$ cat src/rtl/potSpiPkg.sv
package potSpiPkg;
  localparam int BYTE_W = 8;
  localparam int DATA_W = 6;

  typedef enum logic [2:0] {
    PH_IDLE, PH_ID, PH_INSTR, PH_WRDATA, PH_RDDATA, PH_STEP, PH_SKIP
  } phase_t;

  localparam logic [3:0] OP_RD_WCR     = 4'b1001;
  localparam logic [3:0] OP_WR_WCR     = 4'b1010;
  localparam logic [3:0] OP_RD_DR      = 4'b1011;
  localparam logic [3:0] OP_WR_DR      = 4'b1100;
  localparam logic [3:0] OP_DR2WCR     = 4'b1101;
  localparam logic [3:0] OP_WCR2DR     = 4'b1110;
  localparam logic [3:0] OP_STEP       = 4'b0010;
  localparam logic [3:0] OP_ALL_DR2WCR = 4'b0001;
  localparam logic [3:0] OP_ALL_WCR2DR = 4'b1000;
  localparam logic [3:0] OP_STATUS     = 4'b0101;

  localparam logic [5:0] ID_TYPE = 6'b010100;

  typedef struct packed {
    logic              clear;
    logic              sample;
    logic              launch;
    logic              loadTx;
    logic [BYTE_W-1:0] txWord;
  } pathCtl_t;
endpackage

$ cat src/rtl/potSync.sv
module potSync #(
  parameter int W = 1,
  parameter int STAGES = 2,
  parameter logic [W-1:0] INIT = '0
) (
  input  logic         clk,
  input  logic         rstN,
  input  logic [W-1:0] d,
  output logic [W-1:0] q
);
  logic [W-1:0] stg [STAGES];

  always_ff @(posedge clk or negedge rstN) begin
    if (!rstN) begin
      for (int i = 0; i < STAGES; i++) stg[i] <= INIT;
    end else begin
      stg[0] <= d;
      for (int i = 1; i < STAGES; i++) stg[i] <= stg[i-1];
    end
  end

  assign q = stg[STAGES-1];
endmodule

$ cat src/rtl/potSpiPath.sv
module potSpiPath
  import potSpiPkg::*;
(
  input  logic              clk,
  input  logic              rstN,
  input  pathCtl_t          ctl,
  input  logic              siBit,
  output logic [BYTE_W-1:0] rxNext,
  output logic              lastBit,
  output logic              soBit
);
  localparam int CNT_W = $clog2(BYTE_W);

  logic [BYTE_W-1:0] rxShift;
  logic [BYTE_W-1:0] txShift;
  logic [CNT_W-1:0]  bitCnt;

  assign rxNext  = {rxShift[BYTE_W-2:0], siBit};
  assign lastBit = (bitCnt == CNT_W'(BYTE_W - 1));

  always_ff @(posedge clk or negedge rstN) begin
    if (!rstN) begin
      rxShift <= '0;
      txShift <= '0;
      bitCnt  <= '0;
      soBit   <= 1'b0;
    end else begin
      if (ctl.clear) begin
        rxShift <= '0;
        bitCnt  <= '0;
      end else if (ctl.sample) begin
        rxShift <= rxNext;
        bitCnt  <= bitCnt + 1'b1;
      end
      if (ctl.loadTx) begin
        txShift <= ctl.txWord;
      end else if (ctl.launch) begin
        soBit   <= txShift[BYTE_W-1];
        txShift <= {txShift[BYTE_W-2:0], 1'b0};
      end
    end
  end
endmodule

$ cat src/rtl/potSpiCtrl.sv
module potSpiCtrl
  import potSpiPkg::*;
(
  input  logic              clk,
  input  logic              rstN,
  input  logic              csS,
  input  logic              sckS,
  input  logic              siS,
  input  logic              holdS,
  input  logic [1:0]        addrStrap,
  input  logic              wrProtN,
  input  logic              wipBit,
  input  logic [DATA_W-1:0] rdData,
  input  logic [BYTE_W-1:0] rxNext,
  input  logic              lastBit,
  output pathCtl_t          ctl,
  output logic              soOe,
  output logic              cmdValid,
  output logic [3:0]        cmdOp,
  output logic [1:0]        cmdReg,
  output logic              cmdPot,
  output logic [DATA_W-1:0] cmdData,
  output logic              incStep,
  output logic              incUp
);
  phase_t phase;
  logic csPrev, sckPrev, paused, loadPend, loadStatus;
  logic csFall, sckRise, sckFall;

  assign csFall  = csPrev & ~csS;
  assign sckRise = sckS & ~sckPrev & ~paused;
  assign sckFall = ~sckS & sckPrev & ~paused;

  always_comb begin
    ctl.clear  = csFall;
    ctl.sample = sckRise && (phase != PH_IDLE) && (phase != PH_SKIP);
    ctl.launch = sckFall && (phase == PH_RDDATA);
    ctl.loadTx = loadPend;
    ctl.txWord = loadStatus ? {{(BYTE_W-1){1'b0}}, wipBit}
                            : {{(BYTE_W-DATA_W){1'b0}}, rdData};
  end

  assign soOe = (phase == PH_RDDATA) && !paused;

  always_ff @(posedge clk or negedge rstN) begin
    if (!rstN) begin
      phase      <= PH_IDLE;
      csPrev     <= 1'b0;
      sckPrev    <= 1'b0;
      paused     <= 1'b0;
      loadPend   <= 1'b0;
      loadStatus <= 1'b0;
      cmdValid   <= 1'b0;
      cmdOp      <= '0;
      cmdReg     <= '0;
      cmdPot     <= 1'b0;
      cmdData    <= '0;
      incStep    <= 1'b0;
      incUp      <= 1'b0;
    end else begin
      csPrev   <= csS;
      sckPrev  <= sckS;
      cmdValid <= 1'b0;
      incStep  <= 1'b0;
      loadPend <= 1'b0;
      if (csS) paused <= 1'b0;
      else if (!sckS) paused <= !holdS;

      if (csS) begin
        phase <= PH_IDLE;
      end else if (csFall) begin
        phase <= PH_ID;
      end else if (sckRise && phase == PH_STEP) begin
        incStep <= 1'b1;
        incUp   <= siS;
      end else if (sckRise && lastBit) begin
        case (phase)
          PH_ID: begin
            if (rxNext[7:2] == ID_TYPE && rxNext[1:0] == addrStrap) phase <= PH_INSTR;
            else phase <= PH_SKIP;
          end
          PH_INSTR: begin
            cmdOp  <= rxNext[7:4];
            cmdReg <= rxNext[3:2];
            cmdPot <= rxNext[0];
            phase  <= PH_SKIP;
            case (rxNext[7:4])
              OP_RD_WCR, OP_RD_DR: begin
                cmdValid   <= 1'b1;
                loadPend   <= 1'b1;
                loadStatus <= 1'b0;
                phase      <= PH_RDDATA;
              end
              OP_STATUS: begin
                loadPend   <= 1'b1;
                loadStatus <= 1'b1;
                phase      <= PH_RDDATA;
              end
              OP_WR_WCR, OP_WR_DR: phase <= PH_WRDATA;
              OP_DR2WCR, OP_ALL_DR2WCR: cmdValid <= 1'b1;
              OP_WCR2DR, OP_ALL_WCR2DR: cmdValid <= wrProtN;
              OP_STEP: phase <= PH_STEP;
              default: phase <= PH_SKIP;
            endcase
          end
          PH_WRDATA: begin
            cmdData  <= rxNext[DATA_W-1:0];
            cmdValid <= !(cmdOp == OP_WR_DR && !wrProtN);
            phase    <= PH_SKIP;
          end
          PH_RDDATA: phase <= PH_SKIP;
          default: ;
        endcase
      end
    end
  end
endmodule

$ cat src/rtl/potSpiDecoder.sv
module potSpiDecoder
  import potSpiPkg::*;
#(
  parameter int SYNC_STAGES = 2
) (
  input  logic              clk,
  input  logic              rstN,
  input  logic              csN,
  input  logic              sck,
  input  logic              si,
  input  logic              holdN,
  input  logic [1:0]        addrStrap,
  input  logic              wrProtN,
  input  logic              wipBit,
  input  logic [DATA_W-1:0] rdData,
  output logic              soOut,
  output logic              soOe,
  output logic              cmdValid,
  output logic [3:0]        cmdOp,
  output logic [1:0]        cmdReg,
  output logic              cmdPot,
  output logic [DATA_W-1:0] cmdData,
  output logic              incStep,
  output logic              incUp
);
  logic [3:0] pinsS;
  pathCtl_t ctl;
  logic [BYTE_W-1:0] rxNext;
  logic lastBit;

  potSync #(.W(4), .STAGES(SYNC_STAGES), .INIT(4'b0001)) uSync (
    .clk(clk), .rstN(rstN), .d({csN, sck, si, holdN}), .q(pinsS)
  );

  potSpiCtrl uCtrl (
    .clk(clk), .rstN(rstN),
    .csS(pinsS[3]), .sckS(pinsS[2]), .siS(pinsS[1]), .holdS(pinsS[0]),
    .addrStrap(addrStrap), .wrProtN(wrProtN), .wipBit(wipBit), .rdData(rdData),
    .rxNext(rxNext), .lastBit(lastBit), .ctl(ctl), .soOe(soOe),
    .cmdValid(cmdValid), .cmdOp(cmdOp), .cmdReg(cmdReg), .cmdPot(cmdPot),
    .cmdData(cmdData), .incStep(incStep), .incUp(incUp)
  );

  potSpiPath uPath (
    .clk(clk), .rstN(rstN), .ctl(ctl), .siBit(pinsS[1]),
    .rxNext(rxNext), .lastBit(lastBit), .soBit(soOut)
  );
endmodule

$ cat config.mk
export PLATFORM = sky130hd
export DESIGN_NAME = potSpiDecoder
export DESIGN_NICKNAME = d
export VERILOG_FILES = /design/src/rtl/potSpiPkg.sv /design/src/rtl/potSync.sv /design/src/rtl/potSpiPath.sv /design/src/rtl/potSpiCtrl.sv /design/src/rtl/potSpiDecoder.sv
export SDC_FILE = /design/constraint.sdc
export NUM_CORES = 1
export LEC_CHECK = 0
export ABC_CLOCK_PERIOD_IN_PS = 1700
export BUFFER_PORTS_ARGS = -buffer_cell sky130_fd_sc_hd__buf_4
export CAP_MARGIN = 30
export CELL_PAD_IN_SITES_DETAIL_PLACEMENT = 2
export CELL_PAD_IN_SITES_GLOBAL_PLACEMENT = 2
export CORE_ASPECT_RATIO = 0.5
export CORE_MARGIN = 10
export CORE_UTILIZATION = 33
export CTS_CLUSTER_SIZE = 30
export DETAILED_ROUTE_END_ITERATION = 8
export PLACE_DENSITY = 0.8
export SLEW_MARGIN = 25
export SYNTH_ARGS = -nofsm -noshare
export SYNTH_HDL_FRONTEND = slang
export SYNTH_HIERARCHICAL = 1
export SYNTH_SLANG_ARGS = --single-unit
$ cat constraint.sdc
create_clock -name clk -period 1.7 [get_ports clk]
set_input_delay 0.34 -clock clk [delete_from_list [all_inputs] [get_ports clk]]
set_output_delay 0.34 -clock clk [all_outputs]
set_load 0.1 [all_outputs]
==> impl_results.md, run 1 <==
* Run status: finished, violations left
* Failing checks: negative setup slack
* CP cell instances: ha_2 -> ha_4 -> and4bb_4 -> and4b_4 -> mux2_4
* Cell family with most CP delay: simple AND/OR/NAND/NOR gates
* CTS Hold Bufs at 0
* Total of max-cap violations at 0
* Final Skew at 0.007675 ns
* Cell Rows at 21
* Pleak at ~0.0013 uW
* Final period util at 104.9%
* Post-Place Setup Slack at -0.2416 ns
* DRC Markers at 0
* Yosys reg bits at 51
* Worst Setup Slack, final at -0.08365 ns
* Port Buffer Count at 33
* Async SR Flop Fraction at 100.0%
* Initial antenna violation count at 0
* Clock Tree Root: clkbuf_16
* Vias at 1680
* Register area share after synthesis at between 50% and 60%
* Pwr Total at 2582 uW
* Share of cells above drive strength 1 at 35.10%
* CP max-delay cell: dfrtp_1
* EDFF count, synth at 0
* CTS tree: built
* Worst slew pin tran at between 0.6 and 0.7 ns
* Antenna cell count at 0
* Layout area overhead at 29.11%
* Inserted Clock Buffers at 5
* Placed wire-length estimate at 4.549 mm
* Commonest cells after routing, fill and taps aside: buf_4 (49), dfrtp_1 (47), nor2_1 (16)
* Via density at 4.985
* CP Class: flop to flop
* Final hold viol count at 0
* Post-synthesis instance area at approximately 0.0023 sq mm
* Relative slew slack at about three fifths
* RSZ-0062 raised after global routing: yes
* Initial DRC Count at 68
* CP peak stage delay at around 0.37 ns
* Setup TNS at -0.4486 ns
* Commonest non-fill, non-tap cell in the layout: buf_4
* Clock sink total at 51
* Period minus WS final at 1.784 ns
* Startpoint types: flop
* Pins Over Slew Limit at 0
* Mean post-synth cell area at about 12 sq um
* Worst skew pair latency at 0.30 ns
* Final WL at 7.042 mm
* Netlist cell types at 42
* Die Height at 79.42 microns
* Die W at 138.8 microns
* Placed cell count at 324
* Initial Util at 34.37%
* Reg clk slew, reported paths at roughly 0.07 ns
* DRT Pass-1 Iters at 4
* Overflow after GRT at 0
* Fill count at 686
* Synthesized instance count at 201
* Fmax achieved at roughly 560 MHz
* CP endpoint kind: flop
* DIE AREA at around 0.011 sq mm
* Nets at about 260
* WL per Instance at 20.90 microns
* Hold crit path type: primary input to async pin
* Vias in the first global route at 1923
* Total GRT Usage at 12.20%
* GP Congestion at 0.7479
* PwrDens at 858.4 mW/mm^2
* Final setup viols at 7
* Clock buffer depth at 2
* Bufs and invs on worst path at 0
* Finished Layout Cells at 337
* Core Util, Final at around 44%
* Maximum vdd ir drop at 0.0004008 V
* Critical path data required time at 1.88 ns
* Core Area at approximately 0.0068 sq mm
* Largest net degree at the start of global routing at 52
* Syn. warnings at 6
* H-tree depth at 2
* Critical path arrival at 1.97 ns
* Global-route wire length before repair at 10.77 mm
* Top Ports at 34
* Leading register cell type out of synthesis: dfrtp_1
* Worst Path Max Fanout at 7
* Detail Route Antenna Nets at 0
layer usage:
metal,share of wire (%),vias up,track usage (%)
li1,-,770,-
met1,47,867,14.29
met2,48,35,21.96
met3,3.7,8,2.553
met4,1.4,0,4.244
met5,0,-,0
worst register-to-register path, stage by stage (launching register included):
cell,delay [ns]
dfrtp_1,0.37
ha_2,0.20
ha_4,0.13
and4bb_4,0.28
and4b_4,0.35
mux2_4,0.33
power by group:
group / total [uW] / internal [uW] / switching, uW
clock: 1180 / 733 / 451
sequential: 1260 / 1240 / 26.2
combinational: 135 / 65.2 / 70.0
Yosys cell counts (all sizes together), types with 4 or more instances:
cell,number,area (sq um)
buf,14,108.9
nor2b,12,75.07
mux2,14,161.4
nor2,17,63.81
nor3,4,20.02
a21oi,4,20.02
o21ai,14,70.06
mux2i,16,160.2
nand2,15,56.30
nand2b,4,35.03
nand3,4,25.02
dfrtp,49,1226
kinds of logic after synthesis:
group / count (synthesis) / share of synthesized area (%)
other: 1 / 0.1610
multiplexers: 30 / 13.80
adder cells (fa/ha/maj): 2 / 1.074
AND/OR/NAND/NOR: 67 / 16.27
AO/OA/AOI/OAI: 27 / 6.821
XOR/XNOR: 4 / 1.504
flip-flops: 51 / 54.89
buffers and inverters: 19 / 5.478
registers in the layout (all words and copies together) (netlist names):
signal,cells
uCtrl/cmdPot,1
uSync/q,4
uCtrl/paused,1
uCtrl/cmdOp,4
uCtrl/loadPend,1
uPath/rxShift,7
uCtrl/cmdReg,2
uPath/soBit,1
uCtrl/cmdValid,1
uCtrl/cmdData,6
uCtrl/csPrev,1
uCtrl/sckPrev,1
uSync/stg,4
uCtrl/incUp,1
uCtrl/loadStatus,1
uPath/txShift,8
uCtrl/phase,3
uPath/bitCnt,3
uCtrl/incStep,1
stage by stage:
stage	cell area (sq um)	hold WS, ns
2_1_floorplan	2366	0.04441
3_3_place_gp	2713	0.3335
3_5_place_dp	2713	0.3418
4_1_cts	2948	0.09291
5_1_grt	3008	0.1124
6_report	3008	0.06497
path summary, 6_finish.rpt:
check / endpoint / slack [ns] / start / depth (start not counted)
setup / recovery: uCtrl/cmdData[4]$_DFFE_PN0P_ / -0.08 / uPath/bitCnt[0]$_DFFE_PN0P_ / 5
setup reg to reg: uCtrl/cmdData[4]$_DFFE_PN0P_ / -0.08 / uPath/bitCnt[0]$_DFFE_PN0P_ / 5
hold reg to reg: uSync/q[2]$_DFF_PN0_ / 0.35 / uSync/stg[6]$_DFF_PN0_ / 0
hold / removal: uCtrl/cmdPot$_DFFE_PN0P_ / 0.06 / rstN / 1
min in group clk: uSync/stg[4]$_DFF_PN1_ / 0.15 / holdN / 1
max in group asynchronous: uCtrl/phase[1]$_DFFE_PN0P_ / 1.18 / rstN / 1
what timing repair did:
action	4_1_cts	5_1_grt
endpoints found under the setup margin	18	32
gates resized for setup	13	12
cloned	0	1
buffers inserted	2	2
pin swaps	3	1
layout make-up:
type / count / area [sq um] / area share, %
multi-input cells: 132 / 1020 / 33.90
clock inverters: 2 / 35.03 / 1.165
clock buffers: 6 / 138.9 / 4.617
repair buffers: 52 / 410.4 / 13.64
well taps: 92 / 115.1 / 3.827
inverters: 2 / 7.507 / 0.2496
flip-flops and latches: 51 / 1281 / 42.60
No activity file was read; power rests on OpenSTA's default activity.
==> run 2: changes to the inputs <==
--- a/config.mk
+++ b/config.mk
@@ -7,7 +7,7 @@
 export LEC_CHECK = 0
 export ABC_CLOCK_PERIOD_IN_PS = 1700
 export BUFFER_PORTS_ARGS = -buffer_cell sky130_fd_sc_hd__buf_4
-export CAP_MARGIN = 30
+export CAP_MARGIN = 25
 export CELL_PAD_IN_SITES_DETAIL_PLACEMENT = 2
 export CELL_PAD_IN_SITES_GLOBAL_PLACEMENT = 2
 export CORE_ASPECT_RATIO = 0.5
==> constraint.sdc (replaced) <==
create_clock -name clk -period 1.7 [get_ports clk]
set_input_delay 0.255 -clock clk [delete_from_list [all_inputs] [get_ports clk]]
set_output_delay 0.255 -clock clk [all_outputs]
set_load 0.1 [all_outputs]
==> impl_results.md, run 2 (synthesized netlist as in run 1, its figures left out) <==
* DP Area at 0.002713 sq mm (unchanged)
* Reg clk slew, reported paths at 0.07 ns (about the same)
* Initial antenna violation count at 0 (unchanged)
* WHS at -0.01798 ns (was 0.06497 ns)
* Wire length on met3 at 277 microns (was 258 microns)
* PwrDens at 860.3 mW/mm^2 (was 858.4 mW/mm^2)
* Largest regs: uPath/txShift x8, uPath/rxShift x7, uCtrl/cmdData x6 (unchanged)
* WL met2 at 3.355 mm (was 3.363 mm)
* Period minus WS final at 1.782 ns (was 1.784 ns)
* Die W at 138.8 microns (unchanged)
* Worst Setup Slack, final at -0.08200 ns (was -0.08365 ns)
* Worst slew pin tran at 0.6331 ns (was 0.6291 ns)
* Worst Path Max Fanout at 7 (unchanged)
* Initial Util at 34.37% (unchanged)
* Startpoint types: flop (unchanged)
* Via density at 4.979 (was 4.985)
* Number of cells on the critical path at 5 (unchanged)
* Gate power share at 5.2% (about the same)
* Critical path arrival at 1.96 ns (was 1.97 ns)
* Initial DRC Count at 64 (was 68)
* Fill count at 686 (unchanged)
* Finished Cell Area at 0.003000 sq mm (was 0.003008 sq mm)
* Commonest non-fill, non-tap cell in the layout: buf_4 (unchanged)
* Sw frac at 21.19% (was 21.21%)
* Sequential share of power at 48.9% (about the same)
* Worst skew pair latency at 0.30 ns (about the same)
* Sw power at 546.8 uW (was 547.6 uW)
* Core Util, Final at 44.26% (was 44.37%)
* Port Buffer Count at 33 (unchanged)
* Layout area overhead at 28.79% (was 29.11%)
* Placed wire-length estimate at 4.549 mm (unchanged)
* Cells on worst reg2reg path at 5 (unchanged)
* Setup TNS at -0.4301 ns (was -0.4486 ns)
* Clock sink total at 51 (unchanged)
* Maximum vdd ir drop at 0.0004004 V (was 0.0004008 V)
* Clock buffer depth at 2 (unchanged)
* Relative slew slack at 57.80% (was 58.06%)
* Nets at 262 (unchanged)
* RSZ-0062 raised after global routing: yes (unchanged)
* Share of cells above drive strength 1 at 34.69% (was 35.10%)
* Reg with most FFs: uPath/txShift (unchanged)
* Die Height at 79.42 microns (unchanged)
* Clock Tree Root: clkbuf_16 (unchanged)
* CTS Hold Bufs at 0 (unchanged)
* H-tree depth at 2 (unchanged)
* Final setup viols at 7 (unchanged)
* Pint at 2034 uW (about the same)
* CP cell instances: ha_2 -> ha_4 -> and4bb_4 -> and4b_4 -> mux2_4 (unchanged)
* Total GRT Usage at 12.20% (unchanged)
* Fmax achieved at 561.2 MHz (was 560.6 MHz)
* GP Congestion at 0.7479 (unchanged)
* Finished Layout Cells at 337 (unchanged)
* Antenna cell count at 0 (unchanged)
* Commonest cells after routing, fill and taps aside: buf_4 (50), dfrtp_1 (47), nor2_1 (16), mux2i_1 (16), nand2_1 (15) (was buf_4 (49), dfrtp_1 (47), nor2_1 (16))
* Run status: finished, violations left (unchanged)
* Final WL at 7.033 mm (was 7.042 mm)
* Critical path data required time at 1.88 ns (about the same)
* Global-route wire length before repair at 10.77 mm (unchanged)
* Clock power share at 45.8% (was 45.9%)
* Placed cell count at 324 (unchanged)
* Final period util at 104.8% (was 104.9%)
* CTS tree: built (unchanged)
* Failing checks: negative hold slack, negative setup slack (was negative setup slack)
* Final Skew at 0.007113 ns (was 0.007675 ns)
* CP max-delay cell: dfrtp_1 (unchanged)
* WL per Instance at 20.87 microns (was 20.90 microns)
* CP Class: flop to flop (unchanged)
* Cell family with most CP delay: simple AND/OR/NAND/NOR gates (unchanged)
* Largest net degree at the start of global routing at 52 (unchanged)
* DIE AREA at 0.01102 sq mm (unchanged)
* Bufs and invs on worst path at 0 (unchanged)
* Vias at 1678 (was 1680)
* Cell Rows at 21 (unchanged)
* R2r setup slk at -0.08 ns (about the same)
* Top Ports at 34 (unchanged)
* Final hold viol count at 33 (was 0)
* DRC Markers at 0 (unchanged)
* M1 WL at 3.301 mm (was 3.321 mm)
* Overflow after GRT at 0 (unchanged)
* Max Used Layer: met4 (unchanged)
* DRT Pass-1 Iters at 4 (unchanged)
* Max reg flops at 8 (unchanged)
* Core Area at 0.006779 sq mm (unchanged)
* CP endpoint kind: flop (unchanged)
* Pleak at 0.001334 uW (was 0.001336 uW)
* Detail Route Antenna Nets at 0 (unchanged)
* Inserted Clock Buffers at 5 (unchanged)
* Total of max-cap violations at 0 (unchanged)
* Vias in the first global route at 1923 (unchanged)
* Pins Over Slew Limit at 0 (unchanged)
* Hold crit path type: primary input to async pin (unchanged)
* Pwr Total at 2581 uW (was 2582 uW)
* CP peak stage delay at 0.37 ns (about the same)
==> run 2: cell types whose count changed in the layout (fill, tap and decap cells not counted) <==
cell	previous run	this run
buf_4	49	50
buf_6	2	1
mux2i_1	15	16
mux2i_2	1	0
==> run 2: what timing repair did <==
item / 4_1_cts / 5_1_grt
endpoints found under the setup margin: 17 / 28
pin swaps: 3 / 1
gates cloned: 0 / 1
setup buffers: 2 / 2
gates resized for setup: 12 / 11
==> run 2: worst paths after layout <==
path	start	endpoint
worst max register to register	uPath/bitCnt[0]$_DFFE_PN0P_	uCtrl/cmdData[4]$_DFFE_PN0P_
worst min-delay path	rstN	uCtrl/cmdPot$_DFFE_PN0P_
max in group asynchronous	rstN	uCtrl/phase[1]$_DFFE_PN0P_
worst max-delay path	uPath/bitCnt[0]$_DFFE_PN0P_	uCtrl/cmdData[4]$_DFFE_PN0P_
min in group clk	si	uSync/stg[5]$_DFF_PN0_
worst min register to register	uSync/stg[6]$_DFF_PN0_	uSync/q[2]$_DFF_PN0_
==> run 2: layout make-up <==
cell class / count / area, sq um / area share (%)
Timing Repair Buffer: 52 / 406.6 / 13.55
Clock buffer: 6 / 138.9 / 4.629
Sequential cell: 51 / 1281 / 42.70
Tap cell: 92 / 115.1 / 3.837
Multi-Input combinational cell: 132 / 1016 / 33.86
Clock inverter: 2 / 35.03 / 1.168
Inverter: 2 / 7.507 / 0.2502
==> run 2: per-stage QoR <==
step,hold WS [ns],setup slack (ns)
after CTS,0.007912,-0.07011
after floorplan,-0.04059,-0.5203
after global placement,0.3112,-0.1217
final,-0.01798,-0.08200
after global routing,0.02740,-0.1088
after detailed placement,0.3281,-0.2416
==> run 2: power groups by stage <==
stage / logic, uW / registers [uW] / clock network (uW)
CTS: 127 / 1260 / 1190
global route: 152 / 1260 / 1250
global placement: 115 / 1280 / 0
finish: 135 / 1260 / 1180
floorplan: 67.5 / 1270 / 0
detailed placement: 122 / 1280 / 0
==> run 2: layer usage <==
layer	track usage (%)	vias to the layer above
li1	-	770
met1	14.29	863
met2	21.96	37
met3	2.553	8
met4	4.244	0
met5	0	-
==> run 3: changes to the inputs <==
--- a/config.mk
+++ b/config.mk
@@ -15,6 +15,7 @@
 export CORE_UTILIZATION = 33
 export CTS_CLUSTER_SIZE = 30
 export DETAILED_ROUTE_END_ITERATION = 8
+export HOLD_SLACK_MARGIN = 0.12
 export PLACE_DENSITY = 0.8
 export SLEW_MARGIN = 25
 export SYNTH_ARGS = -nofsm -noshare
==> impl_results.md, run 3 (synthesized netlist as in run 1, its figures left out) <==
* Critical path arrival at 1.95 ns (was 1.96 ns)
* Vias at 1733 (was 1678)
* Worst Setup Slack, final at -0.07617 ns (was -0.08200 ns)
* Initial DRC Count at 93 (was 64)
* DP Area at 0.002713 sq mm (unchanged)
* Commonest non-fill, non-tap cell in the layout: buf_4 (unchanged)
* Placed cell count at 324 (unchanged)
* Antenna cell count at 0 (unchanged)
* Max reg flops at 8 (unchanged)
* Hold Crit Start: wrProtN
* Endpoint, Worst Hold: uCtrl/cmdValid$_DFF_PN0_
* Via density at 5.038 (was 4.979)
* Commonest cells after routing, fill and taps aside: buf_4 (51), dfrtp_1 (48), nor2_1 (16), mux2i_1 (16), nand2_1 (15) (was buf_4 (50), dfrtp_1 (47), nor2_1 (16), mux2i_1 (16), nand2_1 (15))
* Total GRT Usage at 12.24% (was 12.20%)
* CP peak stage delay at 0.36 ns (was 0.37 ns)
* DRT Pass-1 Iters at 4 (unchanged)
* CP max-delay cell: dfrtp_1 (unchanged)
* CTS tree: built (unchanged)
* Final period util at 104.5% (was 104.8%)
* Cells on worst reg2reg path at 5 (unchanged)
* Layout area overhead at 31.69% (was 28.79%)
* Finished Cell Area at 0.003068 sq mm (was 0.003000 sq mm)
* Vias in the first global route at 1921 (was 1923)
* Reg clk slew, reported paths at 0.07 ns (about the same)
* Top Ports at 34 (unchanged)
* Maximum vdd ir drop at 0.0003249 V (was 0.0004004 V)
* Critical path data required time at 1.88 ns (about the same)
* WL met2 at 3.626 mm (was 3.355 mm)
* WL per Instance at 21.27 microns (was 20.87 microns)
* Pwr Total at 2584 uW (was 2581 uW)
* Total of max-cap violations at 0 (unchanged)
* RSZ-0062 raised after global routing: yes (unchanged)
* Nets at 269 (was 262)
* Run status: finished, violations left (unchanged)
* M1 WL at 3.281 mm (was 3.301 mm)
* Clock Tree Root: clkbuf_16 (unchanged)
* DIE AREA at 0.01102 sq mm (unchanged)
* Final WL at 7.316 mm (was 7.033 mm)
* CP cell instances: ha_2 -> ha_4 -> and4bb_2 -> and4b_4 -> mux2_4 (was ha_2 -> ha_4 -> and4bb_4 -> and4b_4 -> mux2_4)
* Final setup viols at 15 (was 7)
* GP Congestion at 0.7479 (unchanged)
* Period minus WS final at 1.776 ns (was 1.782 ns)
* Hold crit path type: primary input to flop (was primary input to async pin)
* Share of cells above drive strength 1 at 34.52% (was 34.69%)
* Pleak at 0.001373 uW (was 0.001334 uW)
* Setup TNS at -0.7180 ns (was -0.4301 ns)
* DRC Markers at 0 (unchanged)
* Failing checks: negative setup slack (was negative hold slack, negative setup slack)
* R2r setup slk at -0.08 ns (about the same)
* Largest net degree at the start of global routing at 52 (unchanged)
* Largest regs: uPath/txShift x8, uPath/rxShift x7, uCtrl/cmdData x6 (unchanged)
* Reg-to-Reg End: uCtrl/cmdData[0]$_DFFE_PN0P_ (was uCtrl/cmdData[4]$_DFFE_PN0P_)
* CP Class: flop to flop (unchanged)
* Die W at 138.8 microns (unchanged)
* CP endpoint kind: flop (unchanged)
* Finished Layout Cells at 344 (was 337)
* Placed wire-length estimate at 4.549 mm (unchanged)
* Die Height at 79.42 microns (unchanged)
* Cell family with most CP delay: simple AND/OR/NAND/NOR gates (unchanged)
* Worst skew pair latency at 0.29 ns (was 0.30 ns)
* Global-route wire length before repair at 10.75 mm (was 10.77 mm)
* Worst Path Max Fanout at 7 (unchanged)
* Wire length on met3 at 285 microns (was 277 microns)
* WHS at 0.2842 ns (was -0.01798 ns)
* Worst slew pin tran at 0.6508 ns (was 0.6331 ns)
* Clock sink total at 51 (unchanged)
* Detail Route Antenna Nets at 0 (unchanged)
* Final hold viol count at 0 (was 33)
* Register Area at 0.001280 sq mm (was 0.001281 sq mm)
* Relative slew slack at 56.61% (was 57.80%)
* Inserted Clock Buffers at 5 (unchanged)
* Overflow after GRT at 0 (unchanged)
* Max Used Layer: met5 (was met4)
* Initial antenna violation count at 1 (was 0)
* Reg with most FFs: uPath/txShift (unchanged)
* Final Skew at 0.008613 ns (was 0.007113 ns)
* R2r startpoint: uPath/bitCnt[0]$_DFFE_PN0P_ (unchanged)
* Cell Rows at 21 (unchanged)
* Port Buffer Count at 33 (unchanged)
* Fmax achieved at 563.0 MHz (was 561.2 MHz)
* PwrDens at 842.2 mW/mm^2 (was 860.3 mW/mm^2)
* H-tree depth at 2 (unchanged)
* Core Area at 0.006779 sq mm (unchanged)
* Bufs and invs on worst path at 0 (unchanged)
* Multi-input gate area at 0.001016 sq mm (unchanged)
* Initial Util at 34.37% (unchanged)
* Fill count at 687 (was 686)
* WHS Path Cells at 3
* Pins Over Slew Limit at 0 (unchanged)
* Clock buffer depth at 2 (unchanged)
* Startpoint types: flop (unchanged)
-- run 3: metrics by stage --
stage                     setup WS [ns]  utilization, %
final                          -0.07617           45.26
after global routing            -0.1207           45.26
after CTS                      -0.07011           44.17
after detailed placement        -0.2416           40.01
after global placement          -0.1217           40.01
after floorplan                 -0.5203               -
-- run 3: worst max-delay path by stage --
stage	depth (start not counted)	from	endpoint
after detailed placement	5	uPath/bitCnt[0]$_DFFE_PN0P_	uCtrl/cmdData[3]$_DFFE_PN0P_
after CTS	5	uPath/bitCnt[1]$_DFFE_PN0P_	uCtrl/cmdData[3]$_DFFE_PN0P_
final	5	uPath/bitCnt[0]$_DFFE_PN0P_	uCtrl/cmdData[0]$_DFFE_PN0P_
after global routing	5	uPath/bitCnt[0]$_DFFE_PN0P_	uCtrl/cmdData[0]$_DFFE_PN0P_
after floorplan	6	uCtrl/phase[0]$_DFFE_PN0P_	uPath/soBit$_DFFE_PN0P_
after global placement	5	uPath/bitCnt[0]$_DFFE_PN0P_	uCtrl/cmdData[1]$_DFFE_PN0P_
-- run 3: metal layers --
metal / up-vias / GRT usage (%)
li1: 786 / -
met1: 893 / 14.70
met2: 39 / 21.82
met3: 13 / 2.494
met4: 2 / 3.727
met5: - / 0
-- run 3: worst min-delay path: cells and delay by family --
| kind | cells | cell delay [ns] |
|---|---|---|
| buf+inv | 1 | 0.10 |
| simple gates | 1 | 0.08 |
| compound gates | 1 | 0.11 |
-- run 3: final cells by class --
| type | instances | area share [%] |
|---|---|---|
| Multi-Input combinational cell | 132 | 33.12 |
| Tap cell | 92 | 3.752 |
| Clock inverter | 2 | 1.142 |
| Inverter | 2 | 0.2447 |
| Sequential cell | 51 | 41.72 |
| Clock buffer | 6 | 4.527 |
| Timing Repair Buffer | 59 | 15.50 |
-- run 3: power by group --
group / internal (uW) / switching (uW)
clock: 733 / 442
combinational: 73.7 / 74.3
sequential: 1240 / 25.3
-- run 3: repair_timing --
action,4_1_cts,5_1_grt
pin swaps,3,1
resized for setup,12,11
hold endpoints to repair,53,0
hold buffers,5,0
gates cloned,0,1
buffers inserted,2,4
endpoints found under the setup margin,17,27
